--- config.mk ---
export PLATFORM = sky130hd
export DESIGN_NAME = panel_timing_gen
export DESIGN_NICKNAME = d
export VERILOG_FILES = /design/src/rtl/ptg_pkg.sv /design/src/rtl/ptg_power_seq.sv /design/src/rtl/ptg_raster_cnt.sv /design/src/rtl/ptg_sync_decode.sv /design/src/rtl/panel_timing_gen.sv
export SDC_FILE = /design/constraint.sdc
export NUM_CORES = 1
export LEC_CHECK = 0
export BUFFER_PORTS_ARGS = -buffer_cell sky130_fd_sc_hd__buf_4
export CAP_MARGIN = 20
export CORE_UTILIZATION = 40
export CTS_CLUSTER_SIZE = 8
export DETAILED_ROUTE_END_ITERATION = 7
export PLACE_DENSITY = 0.64
export SETUP_SLACK_MARGIN = 0.02
export SLEW_MARGIN = 20
export SYNTH_ARGS = -nofsm -noshare
export SYNTH_HDL_FRONTEND = slang
export SYNTH_SLANG_ARGS = --single-unit
--- constraint.sdc ---
create_clock -name clk -period 6.6 [get_ports clk]
set_input_delay 1.98 -clock clk [delete_from_list [all_inputs] [get_ports clk]]
set_output_delay 1.98 -clock clk [all_outputs]
set_load 0.02 [all_outputs]
--- src/rtl/ptg_pkg.sv ---
package ptg_pkg;
    localparam int FIELD_W    = 16;
    localparam int WORD_W     = 2 * FIELD_W;
    localparam int VS_LOW_BIT = 28;
    localparam int HS_LOW_BIT = 27;

    typedef logic [FIELD_W-1:0] field_t;

    typedef enum logic [1:0] {
        PW_OFF  = 2'd0,
        PW_RISE = 2'd1,
        PW_ON   = 2'd2,
        PW_FALL = 2'd3
    } pwr_state_e;

    typedef struct packed {
        field_t h_total;
        field_t h_disp;
        field_t h_sp;
        field_t h_sw;
        field_t v_total;
        field_t v_disp;
        field_t v_sp;
        field_t v_sw;
        logic   hs_low;
        logic   vs_low;
    } tcfg_t;

    function automatic tcfg_t unpack_cfg(input logic [WORD_W-1:0] hc,
                                         input logic [WORD_W-1:0] hs,
                                         input logic [WORD_W-1:0] vc,
                                         input logic [WORD_W-1:0] vs,
                                         input logic [VS_LOW_BIT:HS_LOW_BIT] pol);
        tcfg_t c;
        c.h_total = hc[FIELD_W-1:0];
        c.h_disp  = hc[WORD_W-1:FIELD_W];
        c.h_sp    = hs[FIELD_W-1:0];
        c.h_sw    = hs[WORD_W-1:FIELD_W];
        c.v_total = vc[FIELD_W-1:0];
        c.v_disp  = vc[WORD_W-1:FIELD_W];
        c.v_sp    = vs[FIELD_W-1:0];
        c.v_sw    = vs[WORD_W-1:FIELD_W];
        c.hs_low  = pol[HS_LOW_BIT];
        c.vs_low  = pol[VS_LOW_BIT];
        return c;
    endfunction
endpackage

--- src/rtl/ptg_power_seq.sv ---
module ptg_power_seq import ptg_pkg::*; #(
    parameter int STEP_FRAMES = 2
) (
    input  logic       clk,
    input  logic       rst_n,
    input  logic       run,
    input  logic       frame_end,
    output pwr_state_e state,
    output logic [1:0] pwr_status
);
    localparam int FC_W = (STEP_FRAMES > 1) ? $clog2(STEP_FRAMES) : 1;
    localparam logic [FC_W-1:0] FC_LAST = FC_W'(STEP_FRAMES - 1);

    pwr_state_e      nxt;
    logic [FC_W-1:0] fcnt, fcnt_nxt;

    always_comb begin
        nxt      = state;
        fcnt_nxt = fcnt;
        unique case (state)
            PW_OFF: begin
                if (run) begin
                    nxt      = PW_RISE;
                    fcnt_nxt = '0;
                end
            end
            PW_RISE: begin
                if (!run) begin
                    nxt      = PW_FALL;
                    fcnt_nxt = '0;
                end else if (frame_end) begin
                    if (fcnt == FC_LAST) begin
                        nxt      = PW_ON;
                        fcnt_nxt = '0;
                    end else begin
                        fcnt_nxt = fcnt + FC_W'(1);
                    end
                end
            end
            PW_ON: begin
                if (!run) begin
                    nxt      = PW_FALL;
                    fcnt_nxt = '0;
                end
            end
            PW_FALL: begin
                if (run) begin
                    nxt      = PW_RISE;
                    fcnt_nxt = '0;
                end else if (frame_end) begin
                    if (fcnt == FC_LAST) begin
                        nxt      = PW_OFF;
                        fcnt_nxt = '0;
                    end else begin
                        fcnt_nxt = fcnt + FC_W'(1);
                    end
                end
            end
        endcase
    end

    always_ff @(posedge clk or negedge rst_n) begin
        if (!rst_n) begin
            state <= PW_OFF;
            fcnt  <= '0;
        end else begin
            state <= nxt;
            fcnt  <= fcnt_nxt;
        end
    end

    always_comb begin
        unique case (state)
            PW_OFF:           pwr_status = 2'b00;
            PW_RISE, PW_FALL: pwr_status = 2'b01;
            PW_ON:            pwr_status = 2'b11;
        endcase
    end


    off_not_to_on_chk: assert property (@(posedge clk) disable iff (!rst_n)
        (pwr_status == 2'b00) |=> (pwr_status != 2'b11));

    on_not_to_off_chk: assert property (@(posedge clk) disable iff (!rst_n)
        (pwr_status == 2'b11) |=> (pwr_status != 2'b00));

    step_at_frame_chk: assert property (@(posedge clk) disable iff (!rst_n)
        (pwr_status == 2'b01 && !frame_end) |=> (pwr_status == 2'b01));
endmodule

--- src/rtl/ptg_raster_cnt.sv ---
module ptg_raster_cnt import ptg_pkg::*; #(
    parameter int UNIT_PIX = 8
) (
    input  logic   clk,
    input  logic   rst_n,
    input  logic   enable,
    input  field_t h_total,
    input  field_t v_total,
    output field_t hu,
    output field_t ln,
    output logic   frame_end
);
    localparam int SUB_W = (UNIT_PIX > 1) ? $clog2(UNIT_PIX) : 1;
    localparam int CW    = FIELD_W + 1;
    localparam logic [SUB_W-1:0] SUB_LAST = SUB_W'(UNIT_PIX - 1);

    logic [SUB_W-1:0] sub;
    logic             hu_last, ln_last, sub_last;

    assign sub_last  = (sub == SUB_LAST);
    assign hu_last   = (CW'(hu) + CW'(1)) >= CW'(h_total);
    assign ln_last   = (CW'(ln) + CW'(1)) >= CW'(v_total);
    assign frame_end = enable && sub_last && hu_last && ln_last;

    always_ff @(posedge clk or negedge rst_n) begin
        if (!rst_n) begin
            sub <= '0;
            hu  <= '0;
            ln  <= '0;
        end else if (!enable) begin
            sub <= '0;
            hu  <= '0;
            ln  <= '0;
        end else if (sub_last) begin
            sub <= '0;
            if (hu_last) begin
                hu <= '0;
                ln <= ln_last ? '0 : ln + field_t'(1);
            end else begin
                hu <= hu + field_t'(1);
            end
        end else begin
            sub <= sub + SUB_W'(1);
        end
    end


    unit_hold_chk: assert property (@(posedge clk) disable iff (!rst_n)
        (enable && !sub_last) |=> (hu == $past(hu) && ln == $past(ln)));

    frame_wrap_chk: assert property (@(posedge clk) disable iff (!rst_n)
        frame_end |=> (hu == '0 && ln == '0));
endmodule

--- src/rtl/ptg_sync_decode.sv ---
module ptg_sync_decode import ptg_pkg::*; (
    input  field_t hu,
    input  field_t ln,
    input  logic   on,
    input  field_t h_disp,
    input  field_t h_sp,
    input  field_t h_sw,
    input  field_t v_disp,
    input  field_t v_sp,
    input  field_t v_sw,
    input  logic   hs_low,
    input  logic   vs_low,
    output logic   hsync,
    output logic   vsync,
    output logic   de
);
    localparam int CW = FIELD_W + 1;

    logic hs_act, vs_act;

    assign hs_act = (hu >= h_sp) && (CW'(hu) < CW'(h_sp) + CW'(h_sw));
    assign vs_act = (ln >= v_sp) && (CW'(ln) < CW'(v_sp) + CW'(v_sw));

    assign hsync = on ? (hs_act ^ hs_low) : hs_low;
    assign vsync = on ? (vs_act ^ vs_low) : vs_low;
    assign de    = on && (hu < h_disp) && (ln < v_disp);
endmodule

--- src/rtl/panel_timing_gen.sv ---
module panel_timing_gen import ptg_pkg::*; #(
    parameter int UNIT_PIX    = 8,
    parameter int STEP_FRAMES = 2
) (
    input  logic                         clk,
    input  logic                         rst_n,
    input  logic                         run,
    input  logic                         cfg_load,
    input  logic [WORD_W-1:0]            h_count_word,
    input  logic [WORD_W-1:0]            h_sync_word,
    input  logic [WORD_W-1:0]            v_count_word,
    input  logic [WORD_W-1:0]            v_sync_word,
    input  logic [VS_LOW_BIT:HS_LOW_BIT] pol_field,
    output logic                         hsync,
    output logic                         vsync,
    output logic                         de,
    output logic [1:0]                   pwr_status
);
    tcfg_t      pend, act;
    pwr_state_e state;
    field_t     hu, ln;
    logic       frame_end, running, on;

    assign running = (state != PW_OFF);
    assign on      = (state == PW_ON);

    always_ff @(posedge clk or negedge rst_n) begin
        if (!rst_n) begin
            pend <= '0;
            act  <= '0;
        end else begin
            if (cfg_load)
                pend <= unpack_cfg(h_count_word, h_sync_word, v_count_word,
                                   v_sync_word, pol_field);
            if (!running || frame_end)
                act <= pend;
        end
    end

    ptg_power_seq #(.STEP_FRAMES(STEP_FRAMES)) u_pwr (
        .clk        (clk),
        .rst_n      (rst_n),
        .run        (run),
        .frame_end  (frame_end),
        .state      (state),
        .pwr_status (pwr_status)
    );

    ptg_raster_cnt #(.UNIT_PIX(UNIT_PIX)) u_cnt (
        .clk       (clk),
        .rst_n     (rst_n),
        .enable    (running),
        .h_total   (act.h_total),
        .v_total   (act.v_total),
        .hu        (hu),
        .ln        (ln),
        .frame_end (frame_end)
    );

    ptg_sync_decode u_dec (
        .hu     (hu),
        .ln     (ln),
        .on     (on),
        .h_disp (act.h_disp),
        .h_sp   (act.h_sp),
        .h_sw   (act.h_sw),
        .v_disp (act.v_disp),
        .v_sp   (act.v_sp),
        .v_sw   (act.v_sw),
        .hs_low (act.hs_low),
        .vs_low (act.vs_low),
        .hsync  (hsync),
        .vsync  (vsync),
        .de     (de)
    );


    de_only_on_chk: assert property (@(posedge clk) disable iff (!rst_n)
        de |-> (pwr_status == 2'b11));

    cfg_stable_chk: assert property (@(posedge clk) disable iff (!rst_n)
        (running && !frame_end) |=> $stable(act));
endmodule

Word level (Yosys, flattened, before mapping)
Index checks and enable logic that the tools add are counted.
{"block": "totals", "ff_bits": 298, "latch_bits": 0, "ramBits": 0, "romBits": 0, "input_bits": 134, "out_inout_bits": 5, "wordCells": 98, "n_memories": 0}
{"block": "op_classes", "add_sub_neg": 8, "multipliers": 0, "n_div": 0, "magnitude_cmp": 8, "n_eq_ne": 12, "shifts": 0, "mux": 28, "n_bitwise": 2, "reduce_logical": 15}
{"operator": "$mux W16", "n": 7}
{"operator": "$add A16 B1 Y17 const B", "n": 2}
{"operator": "$add A16 B16 Y17", "n": 2}
{"operator": "$ge A17 B16 Y1", "n": 2}
{"operator": "$lt A16 B17 Y1", "n": 2}
{"operator": "$add A16 B1 Y16 const B", "n": 2}
{"operator": "$ge A16 B16 Y1", "n": 2}
{"operator": "$lt A16 B16 Y1", "n": 2}
{"operator": "$mux W2", "n": 8}
{"operator": "$mux W1", "n": 8}
{"operator": "$ne A2 B2 Y1 const B", "n": 4}
{"operator": "$pmux W2 S4", "n": 1}
{"operator": "$logic_and A1 B1 Y1", "n": 7}
{"operator": "$mux W3", "n": 2}
{"operator": "$ne A3 B2 Y1 const B", "n": 2}
{"operator": "$ne A3 B3 Y1 const B", "n": 2}
{"operator": "$pmux W2 S3", "n": 1}
{"operator": "$reduce_and A6 Y1", "n": 1}
{"operator": "$eq A2 B2 Y1 const B", "n": 2}
{"operator": "$pmux W1 S4", "n": 1}
{"operator": "$reduce_and A2 Y1", "n": 2}
{"operator": "$add A3 B1 Y3 const B", "n": 1}
{"operator": "$eq A3 B3 Y1 const B", "n": 1}
{"operator": "$eq A2 B1 Y1 const B", "n": 1}
{"operator": "other kinds (7)", "n": 8}

Logic depth before layout (Yosys ltp)
Gate-level depths: netlist of the first run.
{"block": "logic_depth", "depth_word": 7, "ltp_mapped": 17, "ltp_nobuf": 17}

Hierarchy
A second synthesis of the first run with hierarchy kept.
{"block": "unflattened", "cells_unflattened": 1370, "area_unflattened_um2": 16970.0}
{"module": "panel_timing_gen", "n_inst": 1, "cells_each": 551, "area_each_um2": 10141.0, "seq_area_each_um2": 6506.2}
{"module": "ptg_sync_decode", "n_inst": 1, "cells_each": 448, "area_each_um2": 3440.8, "seq_area_each_um2": 0.0}
{"module": "ptg_raster_cnt", "n_inst": 1, "cells_each": 341, "area_each_um2": 3061.7, "seq_area_each_um2": 875.8}
{"module": "ptg_power_seq", "n_inst": 1, "cells_each": 30, "area_each_um2": 326.6, "seq_area_each_um2": 75.1}

Worst setup path after synthesis of the first run
No wires, ideal clock.
{"block": "synth_timing", "path_type": "reg-to-output", "start": "register act[82] (netlist bit)", "end": "output port hsync", "t_arrival_ns": 3.694, "t_required_ns": 4.620, "path_slack_ns": 0.926, "stages_incl_launch_ff": 17, "path_buffers": 0, "cell_sequence": "dfrtp_1 ha_1 fa_1 a211oi_1 o21bai_1 a21oi_1 nor2b_1 o31a_1 o21a_1 o31ai_1 ha_1 and4_1 o21ai_0 or4_1 o211ai_1 a41oi_1 xor2_1"}
{"block": "synth_via", "elab_chain_len": 5, "word_cells_on_any_way": 6, "cone_classes": "add/sub (1); order compare (2); mux (1); bitwise (1); reduce/logical (1)"}
{"item": "start, declared", "line_no": "panel_timing_gen.sv:19", "text": "tcfg_t pend, act;"}
{"item": "start signal, assigned", "line_no": "panel_timing_gen.sv:36", "text": "act <= pend;"}
{"item": "$add A16 B16 Y17", "line_no": "ptg_sync_decode.sv:21", "text": "assign hs_act = (hu >= h_sp) && (CW'(hu) < CW'(h_sp) + CW'(h_sw));"}
{"item": "$lt A16 B17 Y1", "line_no": "ptg_sync_decode.sv:21"}
{"item": "$logic_and A1 B1 Y1 *", "line_no": "ptg_sync_decode.sv:21"}
{"item": "$xor A1 B1 Y1 *", "line_no": "ptg_sync_decode.sv:24", "text": "assign hsync = on ? (hs_act ^ hs_low) : hs_low;"}
{"item": "$mux W1 *", "line_no": "ptg_sync_decode.sv:24"}
{"item": "end, declared", "line_no": "panel_timing_gen.sv:14", "text": "output logic hsync,"}
Mark *: on every way between the ends. The rest lies on a longest branch, timed or not.

Worst setup path in the final report of the first run
{"block": "layout_timing", "start": "register act[2] (netlist bit)", "end": "output port vsync"}
{"block": "layout_via", "elab_chain_len": 5}
{"item": "$add A16 B16 Y17", "line_no": "ptg_sync_decode.sv:22", "text": "assign vs_act = (ln >= v_sp) && (CW'(ln) < CW'(v_sp) + CW'(v_sw));"}
{"item": "$lt A16 B17 Y1", "line_no": "ptg_sync_decode.sv:22"}
{"item": "$logic_and A1 B1 Y1", "line_no": "ptg_sync_decode.sv:22"}
{"item": "$xor A1 B1 Y1", "line_no": "ptg_sync_decode.sv:25", "text": "assign vsync = on ? (vs_act ^ vs_low) : vs_low;"}
{"item": "$mux W1", "line_no": "ptg_sync_decode.sv:25"}
{"item": "end, declared", "line_no": "panel_timing_gen.sv:15", "text": "output logic vsync,"}
Every way passes these cells.

==> results of run 1 <==
## power breakdown
group,switching [mW],internal (mW)
combinational,1.81,1.96
sequential,0.378,2.36
clock,0.771,1.21
## cells in the final DEF, fill, tap and decap left out, types with 6 or more instances in the layout
cell type  synthesis  final
mux2_2           164    164
a21oi_1           64     61
inv_1            117    117
nand3_1           28     27
o21ai_0           40     36
nand2b_1          18     18
ha_1             165    162
mux2_4           100    100
clkbuf_16          0     44
a21o_1            36     36
dfrtp_1          298    298
a22o_1             8      8
a32o_1             8      8
nor2_1            39     39
nand4_1           17     17
o2111ai_1          6      6
a211oi_1           9      8
o21bai_1           7      7
nor2b_1           13     13
xnor2_1           24     24
or2_2              6      6
buf_4              1    145
nor3_1            12     12
and3_1             7      7
o21a_1             8      8
nand2_1           40     40
xor2_1            23     23
## kinds of logic after synthesis
kind of cell / after synthesis
xor+xnor: 47
compound gates: 230
simple gates: 211
buf+inv: 154
fa+ha+maj: 167
mux: 266
flops: 298
## metal layers
metal	share of wire [%]	wire length [um]	global-route usage (%)	vias to the layer above
met2	50	18200	30.4	170
met4	1.7	611	4.35	0
li1	-	-	-	5231
met5	0	0	0	-
met3	3.7	1330	2.84	51
met1	44	16000	22.2	5294
## per-stage QoR
stage               instance area, um2  cells  TNS (ns)  setup slack, ns
finish                           19500   2066         0            0.256
global placement                 18300   2015         0            0.557
detailed placement               18300   2015         0            0.446
floorplan                        16800   1373         0            0.926
CTS                              19400   2064  -0.00169         -0.00169
global route                     19500   2066  -0.00509         -0.00509
## flip-flops by register name, summed over array words and instances (netlist names)
name,flops
u_cnt.sub,3
pend,130
u_pwr.state,2
u_pwr.fcnt,1
u_cnt.ln,16
act,130
u_cnt.hu,16
## layout make-up
type	instances	area, um2
clock inverters	3	55.1
flip-flops and latches	298	7460
inverters	117	439
well taps	532	666
multi-input cells	921	8660
fillers	3742	21600
repair buffers	149	1160
clock buffers	46	1110
## repair_timing
| action | in CTS | in global routing |
|---|---|---|
| pin swaps | 1 | 7 |
| cloned | 0 | 0 |
| setup buffers | 0 | 2 |
| resized for setup | 4 | 21 |
| endpoints found under the setup margin | 2 | 2 |
## how the worst min path moves through the flow
stage / slack, ns / endpoint / start / cells after the start
after floorplan: 0.41 / u_cnt.sub[0] / u_cnt.sub[0] / 1
after global placement: 0.42 / u_cnt.sub[0] / u_cnt.sub[0] / 1
after detailed placement: 0.42 / u_cnt.sub[0] / u_cnt.sub[0] / 1
after CTS: 0.43 / u_cnt.sub[0] / u_cnt.sub[0] / 1
after global routing: 0.45 / u_cnt.sub[0] / u_cnt.sub[0] / 1
final: 0.42 / u_cnt.sub[0] / u_cnt.sub[0] / 1
## worst max-delay path: cells and delay by family, from the launching register on
family	cells	cell delay (ns)
buffers and inverters	1	0.16
XOR/XNOR	1	0.17
adder cells (fa/ha/maj)	3	0.84
AO/OA/AOI/OAI	10	1.97
AND/OR/NAND/NOR	3	0.29
flip-flops	1	0.38
==> summary.md, run 1 <==
| Metric | Value |
|---|---|
| Compound-Gate Fraction of Synth Area | `under 10%` |
| Clock root cell | `clkbuf_16` |
| CTS max path bufs | `3` |
| Slowest CP cell | `dfrtp_1` |
| Starting DRC count in detailed routing | `around 530` |
| Final WL | `36100 um` |
| Post-synth top flop | `dfrtp_1` |
| Global route total overflow | `0` |
| Post-synth EDFFs | `0` |
| Status | `complete, but fails checks` |
| Routability cong. | `0.871` |
| Initial Util | `40.8%` |
| Crit. End Element | `primary output` |
| Via count | `10700` |
| Count of final max-slew check failures | `0` |
| Mux cell area share after synthesis | `20.1%` |
| Sink Count | `about 300` |
| Fin crit share | `96.1%` |
| Reg2reg path depth | `14` |
| CP max stage delay | `0.38 ns` |
| Yosys warnings | `0` |
| PortBufs | `between 100 and 150` |
| Max VDD drop | `0.000217 V` |
| Die Ht | `207 um` |
| Slew @ Worst Pin | `0.915 ns` |
| Hold_ws | `0.425 ns` |
| Post-synthesis sequential area ratio | `approximately 44%` |
| Critical path arrival | `4.36 ns` |
| Core area | `41100 um2` |
| RSZ-0062 raised after global routing | `true` |
| Cell count after synthesis | `around 1400` |
| Drt pass-1 iters | `8` |
| R2R Path End | `act[19]` |
| Setup crit end | `vsync` |
| Adder-cell area share of the yosys netlist | `12.5%` |
| Fmax | `158 MHz` |
| H-tree depth | `2` |
| Reg2Reg Launch Point | `u_cnt.hu[0]` |
| Final worst path period need | `6.34 ns` |
| Hold Path Class | `register to register` |
| Routed vias/inst | `5.20` |
| Top cell by count, worst path | `o31a_1` |
| Largest net degree at the start of global routing | `129` |
| CP max FO | `3` |
| Nets@finish | `1831` |
| Failing checks | `design-rule violations` |
| Max cap viols | `0` |
| Wire per inst | `about 17 um` |
| Crit path kind | `register to primary output` |
| Cell variety after synth | `67` |
| Antenna Nets Post-Route | `0` |
| Initial antenna violation count | `0` |
| Most numerous cell in the Yosys netlist | `dfrtp_1` |
| Number of synthesized register bits | `between 200 and 300` |
| Num ports | `139` |
| Worst-path clk slew | `~0.05 ns` |
| Static Leak | `about 10 nW` |
| Avg Inst Size Synth | `12.2 um2` |
| Cell taking the most area after synthesis | `dfrtp_1` |
| Number of global-route vias before repair | `11200` |
| Hold Fails Final Rpt | `0` |
| Clock skew | `approximately 0.021 ns` |
| Post-Synth Simple-Gate Area | `6.78%` |
| Startpoint Class | `register` |
| HPWL after detailed placement | `26100 um` |
| R2R Setup Slk | `1.70 ns` |
| Post-Synth XOR/XNOR Area | `2.45%` |
| Commonest cells in the netlist | `dfrtp_1, ha_1, mux2_2` |
| Main combinational cell family by area after synthesis | `multiplexers` |
| CTS tree | `built` |
| Post-Syn Area | `16800 um2` |
| Die area | `around 43000 um2` |
| Layout cell share with drive strength beyond 1 | `32.1%` |
| Synth top area share | `between 40% and 50%` |
| Tot Pwr | `between 8 and 9 mW` |
| Final core utilization | `47.5%` |
| Chip Width | `between 200 and 250 um` |
| Synth area leaders | `dfrtp_1, ha_1, mux2_2, mux2_4, inv_1` |
| Worst EP required | `4.62 ns` |
| Crit path cell chain | `ha_2 > fa_2 > nand3_2 > a2111oi_4 > o31a_1 > o211a_1 > o21ai_2 > nand2b_1 > a311oi_1 > ha_1 > nand3_1 > a21oi_1 > o31a_1 > a2111oi_2 > o21ai_1 > a31oi_2 > xor2_1 > buf_4` |
| Critical Path Source | `act[2]` |
| GRT Util Overall | `17.3%` |
| DRC violations left | `5` |
| Clock buffer count from CTS | `43` |
| Antenna Cells | `0` |
| Row cnt | `74` |
| Cell area power density | `434 nW/um2` |
| First-pass GRT wire length | `between 50000 and 60000 um` |
| FFs w/ async S/R, synth | `100%` |
| # hold bufs at CTS | `0` |
| Worst-Skew Late Latency | `around 0.55 ns` |
| Count of final setup violators | `0` |
| Slew Limit Headroom | `39.0%` |
| Syn nets | `roughly 1700` |
| Area growth from synthesis to layout | `16.5%` |
No activity file was read; power rests on OpenSTA's default activity.
==> run 2, diff against run 1 <==
Settings changed: CTS_BUF_LIST from default to sky130_fd_sc_hd__clkbuf_4 sky130_fd_sc_hd__clkbuf_8 sky130_fd_sc_hd__clkbuf_16.
==> run 2 against run 1 <==
The flow still finishes with violations (design-rule violations). Largest cell class unchanged. Routed wire length about the same. Cell count is the same. Via count fell by 0.20%. Combinational power barely moved. Count of clock-buffer cells in the layout is the same. Power rose by 0.14%.
==> summary.md, run 2 (synthesized netlist as in run 1, its figures left out) <==
| Metric | Value |
|---|---|
| Layout cell share with drive strength beyond 1 | `32.3% (+0.13 points)` |
| Worst EP required | `4.62 ns (about the same)` |
| H-tree depth | `2 (unchanged)` |
| Via count | `10700 (-0.20%)` |
| Die Ht | `207 um (unchanged)` |
| Multi-input logic area | `8660 um2 (unchanged)` |
| Cell internal pwr | `5.54 mW (+0.15%)` |
| Sequential share of power | `32.2% (about the same)` |
| Psw | `2.97 mW (+0.13%)` |
| GRT Util Overall | `17.3% (about the same)` |
| Row cnt | `74 (unchanged)` |
| Routed vias/inst | `5.19 (-0.20%)` |
| Wire per inst | `17.5 um (about the same)` |
| CP max FO | `3 (unchanged)` |
| Nets@finish | `1831 (unchanged)` |
| Tot Pwr | `8.50 mW (+0.14%)` |
| Antenna Nets Post-Route | `0 (unchanged)` |
| Num ports | `139 (unchanged)` |
| Clock buffer count from CTS | `43 (unchanged)` |
| Fmax | `158 MHz (+0.26%)` |
| Initial antenna violation count | `0 (unchanged)` |
| Largest net degree at the start of global routing | `129 (unchanged)` |
| Initial Util | `40.8% (unchanged)` |
| Global route total overflow | `0 (unchanged)` |
| Final core utilization | `47.6% (about the same)` |
| Count of final max-slew check failures | `0 (unchanged)` |
| Fin area | `19600 um2 (about the same)` |
| Antenna Cells | `0 (unchanged)` |
| Final worst path period need | `6.33 ns (-0.0166 ns)` |
| HPWL after detailed placement | `26100 um (unchanged)` |
| CTS max path bufs | `3 (unchanged)` |
| Slew @ Worst Pin | `0.913 ns (-0.00207 ns)` |
| Most frequent cells in the layout | `dfrtp_1, mux2_2, ha_1` |
| Biggest regs | `act (130), pend (130)` |
| Clk pwr share | `23.4% (about the same)` |
| Final WL | `36100 um (about the same)` |
| CTS tree | `built` |
| Core area | `41100 um2 (unchanged)` |
| Sw Ratio | `34.9% (about the same)` |
| Placed Area | `18300 um2 (unchanged)` |
| Max cap viols | `0 (unchanged)` |
| Starting DRC count in detailed routing | `498 (-6.6%)` |
| Crit. End Element | `primary output` |
| Placed Instances | `2015 (unchanged)` |
| Post-route non-filler standard cell count | `2066 (unchanged)` |
| Fin crit share | `95.9% (-0.25 points)` |
| Hold Path Class | `register to register` |
| Sink Count | `298 (unchanged)` |
| Count of final setup violators | `0 (unchanged)` |
| Routability cong. | `0.871 (unchanged)` |
| Number of global-route vias before repair | `11200 (-0.053%)` |
| Area growth from synthesis to layout | `16.5% (about the same)` |
| Worst-Skew Late Latency | `0.55 ns (about the same)` |
| PortBufs | `138 (unchanged)` |
| Critical path arrival | `4.35 ns (about the same)` |
| Clock root cell | `clkbuf_16` |
| Static Leak | `9.72 nW (about the same)` |
| Cell area power density | `435 nW/um2 (+0.10%)` |
| # hold bufs at CTS | `0 (unchanged)` |
| Clock skew | `0.0205 ns (-0.000321 ns)` |
| Most common cell after layout, fill and taps aside | `dfrtp_1` |
| Failing checks | `design-rule violations` |
| Status | `complete, but fails checks` |
| First-pass GRT wire length | `58800 um (about the same)` |
| DRC violations left | `5 (unchanged)` |
| Max VDD drop | `0.000217 V (about the same)` |
| Chip Width | `207 um (unchanged)` |
| Worst-path clk slew | `0.05 ns (about the same)` |
| Die area | `42800 um2 (unchanged)` |
| Hold Fails Final Rpt | `0 (unchanged)` |
| RSZ-0062 raised after global routing | `true` |
| Drt pass-1 iters | `8 (unchanged)` |
| Logic gate share of total power | `44.4% (about the same)` |
| Fill cell count | `3740 (-0.053%)` |
| Slew Limit Headroom | `39.1% (+0.14 points)` |
| Crit path kind | `register to primary output` |
| Reg area | `7460 um2 (unchanged)` |
| Startpoint Class | `register` |
==> run 2: cell counts in the layout (fill, tap and decap cells not counted) <==
No cell type changed its count.
==> run 2: final timing paths <==
check | from | endpoint | slack [ns] | depth (start not counted)
worst max-delay path | act[2] | vsync | 0.27 | 18
worst min-delay path | u_cnt.sub[0] | u_cnt.sub[0] | 0.42 | 1
worst max register to register | u_cnt.hu[2] | act[19] | 1.70 | 15
worst min register to register | u_cnt.sub[0] | u_cnt.sub[0] | 0.42 | 1
max in group asynchronous | rst_n | act[4] | 3.87 | 2
min in group asynchronous | rst_n | pend[116] | 1.48 | 1
==> run 2: metrics by stage <==
| step | hold WS, ns | setup WS (ns) | setup TNS, ns |
|---|---|---|---|
| after global routing | 0.447 | -0.00509 | -0.00509 |
| after global placement | 0.421 | 0.557 | 0 |
| after detailed placement | 0.422 | 0.446 | 0 |
| after floorplan | 0.408 | 0.926 | 0 |
| final | 0.425 | 0.273 | 0 |
| after CTS | 0.429 | -0.00169 | -0.00169 |
==> run 2: power groups by stage <==
| stage | clock, mW | combinational (mW) | sequential, mW |
|---|---|---|---|
| after floorplan | 0 | 3.08 | 2.61 |
| after global placement | 0 | 3.59 | 2.74 |
| after detailed placement | 0 | 3.66 | 2.76 |
| after CTS | 2.06 | 3.71 | 2.75 |
| after global routing | 2.13 | 4.26 | 2.81 |
| final | 1.99 | 3.78 | 2.73 |
==> run 2: repair_timing <==
item	CTS	global route
setup endpoints to repair	2	2
buffers inserted	0	2
pin swaps	1	7
resized for setup	4	21
==> run 2: per-layer routing <==
layer	track usage [%]	vias to the layer above	wire, um
li1	-	5229	-
met1	22.1	5270	15900
met2	30.4	172	18200
met3	2.84	53	1330
met4	4.35	0	631
met5	0	-	0
==> run 2: layout make-up <==
class / count / share of cell area (%)
Clock inverter: 3 / 0.282
Clock buffer: 46 / 5.71
Sequential cell: 298 / 38.1
Tap cell: 532 / 3.40
Multi-Input combinational cell: 921 / 44.3
Timing Repair Buffer: 149 / 5.95
Inverter: 117 / 2.25
==> run 2: critical path: stages (launching register included) <==
cell	delay (ns)
dfrtp_1	0.38
ha_2	0.20
fa_2	0.36
nand3_2	0.13
a2111oi_4	0.08
o31a_1	0.31
o211a_1	0.25
o21ai_2	0.14
nand2b_1	0.07
a311oi_1	0.26
ha_1	0.28
nand3_1	0.09
a21oi_1	0.06
o31a_1	0.12
a2111oi_2	0.33
o21ai_1	0.15
a31oi_2	0.25
xor2_1	0.17
buf_4	0.16
==> run 3, diff against run 2 <==
Settings changed: CORE_MARGIN from default to 3.
==> run 3 against run 2 <==
The flow now finishes without violations. First-iteration DRC count is 6.8% lower. Hold slack better by 0.011 ns. Worst setup slack got worse by 0.034 ns. Sequential cell count is the same. Critical path type unchanged.
==> summary.md, run 3 (synthesized netlist as in run 1, its figures left out) <==
| Metric | Value |
|---|---|
| Drt pass-1 iters | `5 (-3)` |
| Reg2reg path depth | `14 (-1)` |
| Logic gate share of total power | `44.8% (+0.4 points)` |
| Critical path buffers and inverters | `1 (unchanged)` |
| Row cnt | `74 (unchanged)` |
| Die Ht | `211 um (+1.9%)` |
| Crit. End Element | `primary output` |
| Count of final max-slew check failures | `0 (unchanged)` |
| Tot Pwr | `8.43 mW (-0.90%)` |
| Sink Count | `298 (unchanged)` |
| Initial Util | `40.8% (unchanged)` |
| Status | `finished clean` |
| Hold Path Class | `register to register` |
| Hold depth | `1 (unchanged)` |
| Chip Width | `211 um (+1.9%)` |
| Global route total overflow | `0 (unchanged)` |
| Post-route non-filler standard cell count | `2062 (-0.19%)` |
| R2R Setup Slk | `2.12 ns (+0.42 ns)` |
| Cell area power density | `432 nW/um2 (-0.53%)` |
| Worst-Skew Late Latency | `0.54 ns (about the same)` |
| Setup TNS | `0 ns (unchanged)` |
| Placed Instances | `2012 (-0.15%)` |
| Layout cell share with drive strength beyond 1 | `32.0% (-0.24 points)` |
| Starting DRC count in detailed routing | `464 (-6.8%)` |
| Die area | `44400 um2 (+3.9%)` |
| Slew Limit Headroom | `37.4% (-1.7 points)` |
| Max cap viols | `0 (unchanged)` |
| GRT Util Overall | `16.4% (-0.94 points)` |
| Worst EP required | `4.62 ns (about the same)` |
| Largest net degree at the start of global routing | `133 (+3.1%)` |
| Antenna Nets Post-Route | `0 (unchanged)` |
| Nets@finish | `1827 (-0.22%)` |
| DRC violations left | `0 (-5)` |
| Hold Fails Final Rpt | `0 (unchanged)` |
| Fill cell count | `3765 (+0.67%)` |
| HPWL after detailed placement | `26200 um (+0.63%)` |
| Startpoint Class | `register` |
| Fin area | `19500 um2 (-0.37%)` |
| Crit path cell chain | `ha_1 > fa_2 > a211oi_2 > o21bai_1 > a21oi_2 > nor2b_1 > o31a_1 > o21a_1 > o31ai_2 > ha_1 > and4_1 > o21ai_0 > or4_1 > o211ai_1 > a41oi_2 > xor2_1 > buf_4` |
| Top cell by count, worst path | `ha_1` |
| Sw Ratio | `35.1% (+0.23 points)` |
| Wire per inst | `17.6 um (+0.61%)` |
| Routed vias/inst | `5.24 (+0.89%)` |
| CTS max path bufs | `3 (unchanged)` |
| Final core utilization | `47.4% (-0.18 points)` |
| Clock buffer count from CTS | `43 (unchanged)` |
| Antenna Cells | `0 (unchanged)` |
| Num ports | `139 (unchanged)` |
| Most common cell after layout, fill and taps aside | `dfrtp_1` |
| Critical path arrival | `4.38 ns (+0.03 ns)` |
| Slew @ Worst Pin | `0.938 ns (+0.0255 ns)` |
| Fin crit share | `96.4% (+0.52 points)` |
| CP max stage delay | `0.52 ns (+0.14 ns)` |
| CP max FO | `3 (unchanged)` |
| H-tree depth | `2 (unchanged)` |
| Final worst path period need | `6.36 ns (+0.0341 ns)` |
| Count of final setup violators | `0 (unchanged)` |
| Crit-path leading delay family | `compound AO/OA/AOI/OAI gates` |
| # hold bufs at CTS | `0 (unchanged)` |
| Placed Area | `18200 um2 (-0.19%)` |
| Routability cong. | `0.890 (+2.1%)` |
| Initial antenna violation count | `0 (unchanged)` |
| Clk pwr share | `22.8% (-0.6 points)` |
| Static Leak | `9.69 nW (-0.30%)` |
| Worst-path clk slew | `0.05 ns (about the same)` |
| CTS tree | `built` |
| Clock root cell | `clkbuf_16` |
| Sequential share of power | `32.4% (+0.2 points)` |
| Most frequent cells in the layout | `dfrtp_1, mux2_2, ha_1` |
| Hold_ws | `0.436 ns (+0.0113 ns)` |
| Setup bufs post-CTS | `0 (unchanged)` |
| Final WL | `36200 um (+0.42%)` |
| Via count | `10800 (+0.69%)` |
| Max VDD drop | `0.000226 V (+4.1%)` |
| Slowest CP cell | `or4_1` |
| Cell internal pwr | `5.47 mW (-1.2%)` |
| Biggest regs | `act (130), pend (130)` |
| Final setup margin | `0.239 ns (-0.0341 ns)` |
| PortBufs | `138 (unchanged)` |
| Fmax | `157 MHz (-0.54%)` |
| Hold_sp | `u_cnt.sub[0]` |
| Hold Path Sink | `u_cnt.sub[0]` |
| Psw | `2.96 mW (-0.25%)` |
| Area growth from synthesis to layout | `16.1%` |
| First-pass GRT wire length | `59400 um (+1.0%)` |
| Reg2Reg Launch Point | `u_cnt.hu[0]` |
| Crit path kind | `register to primary output` |
| Clock skew | `0.0193 ns (-0.00123 ns)` |
| Place WS | `0.484 ns (+0.0371 ns)` |
| R2R Path End | `act[9]` |
| Core area | `41100 um2 (unchanged)` |
| Number of global-route vias before repair | `11400 (+1.4%)` |
run 3: cell count changes in the layout (fill, tap and decap cells not counted), moves of 2 or more:
cell,before,now
buf_4,145,140
ha_1,162,164
ha_2,3,1
inv_6,1,3
o21ai_0,36,38
o21ai_1,4,2
run 3: timing repair:
| item | in CTS | in global routing |
|---|---|---|
| setup endpoints to repair | 2 | 2 |
| hold endpoints to repair | 0 | 0 |
| pin swaps | 1 | 3 |
| resized for setup | 4 | 17 |
run 3: metal layers:
metal | global-route usage (%) | vias up | part of all wire (%)
met5 | 0 | - | 0
met3 | 2.90 | 76 | 3.6
met1 | 20.5 | 5310 | 44
met4 | 4.83 | 0 | 2.5
met2 | 29.1 | 176 | 50
li1 | - | 5236 | -
run 3: area by class of cell:
| cell class | instances | area, um2 | area share (%) |
|---|---|---|---|
| multi-input combinational | 921 | 8650 | 44.4 |
| inverter | 117 | 439 | 2.25 |
| sequential | 298 | 7460 | 38.3 |
| timing repair buffer | 145 | 1140 | 5.88 |
| tap | 532 | 666 | 3.42 |
| clock buffer | 45 | 1100 | 5.63 |
| clock inverter | 4 | 31.3 | 0.161 |
run 3: power groups by stage:
stage	clock, mW	sequential [mW]	combinational (mW)
floorplan	0	2.61	3.08
global placement	0	2.74	3.60
detailed placement	0	2.76	3.68
CTS	1.99	2.74	3.73
global route	2.06	2.81	4.26
finish	1.92	2.73	3.77
run 3: worst max path at each step:
stage / from / end / slack (ns) / cells past startpoint
4_1_cts: act[18] / vsync / 0.02 / 18
3_5_place_dp: act[18] / vsync / 0.48 / 18
3_3_place_gp: act[18] / vsync / 0.55 / 18
2_1_floorplan: act[82] / hsync / 0.93 / 16
6_report: act[82] / hsync / 0.24 / 17
5_1_grt: act[82] / hsync / -0.007 / 17
run 3: worst reg2reg max path, delay by kind of cell, from the launching register on:
kind,cells,cell delay (ns)
muxes,1,0.45
and+or+nand+nor,7,1.28
buffers and inverters,1,0.65
xor gates and xnor gates,1,0.19
AOI/OAI and AO/OA,2,0.55
DFF,1,0.55
adders and majority gates,2,0.70
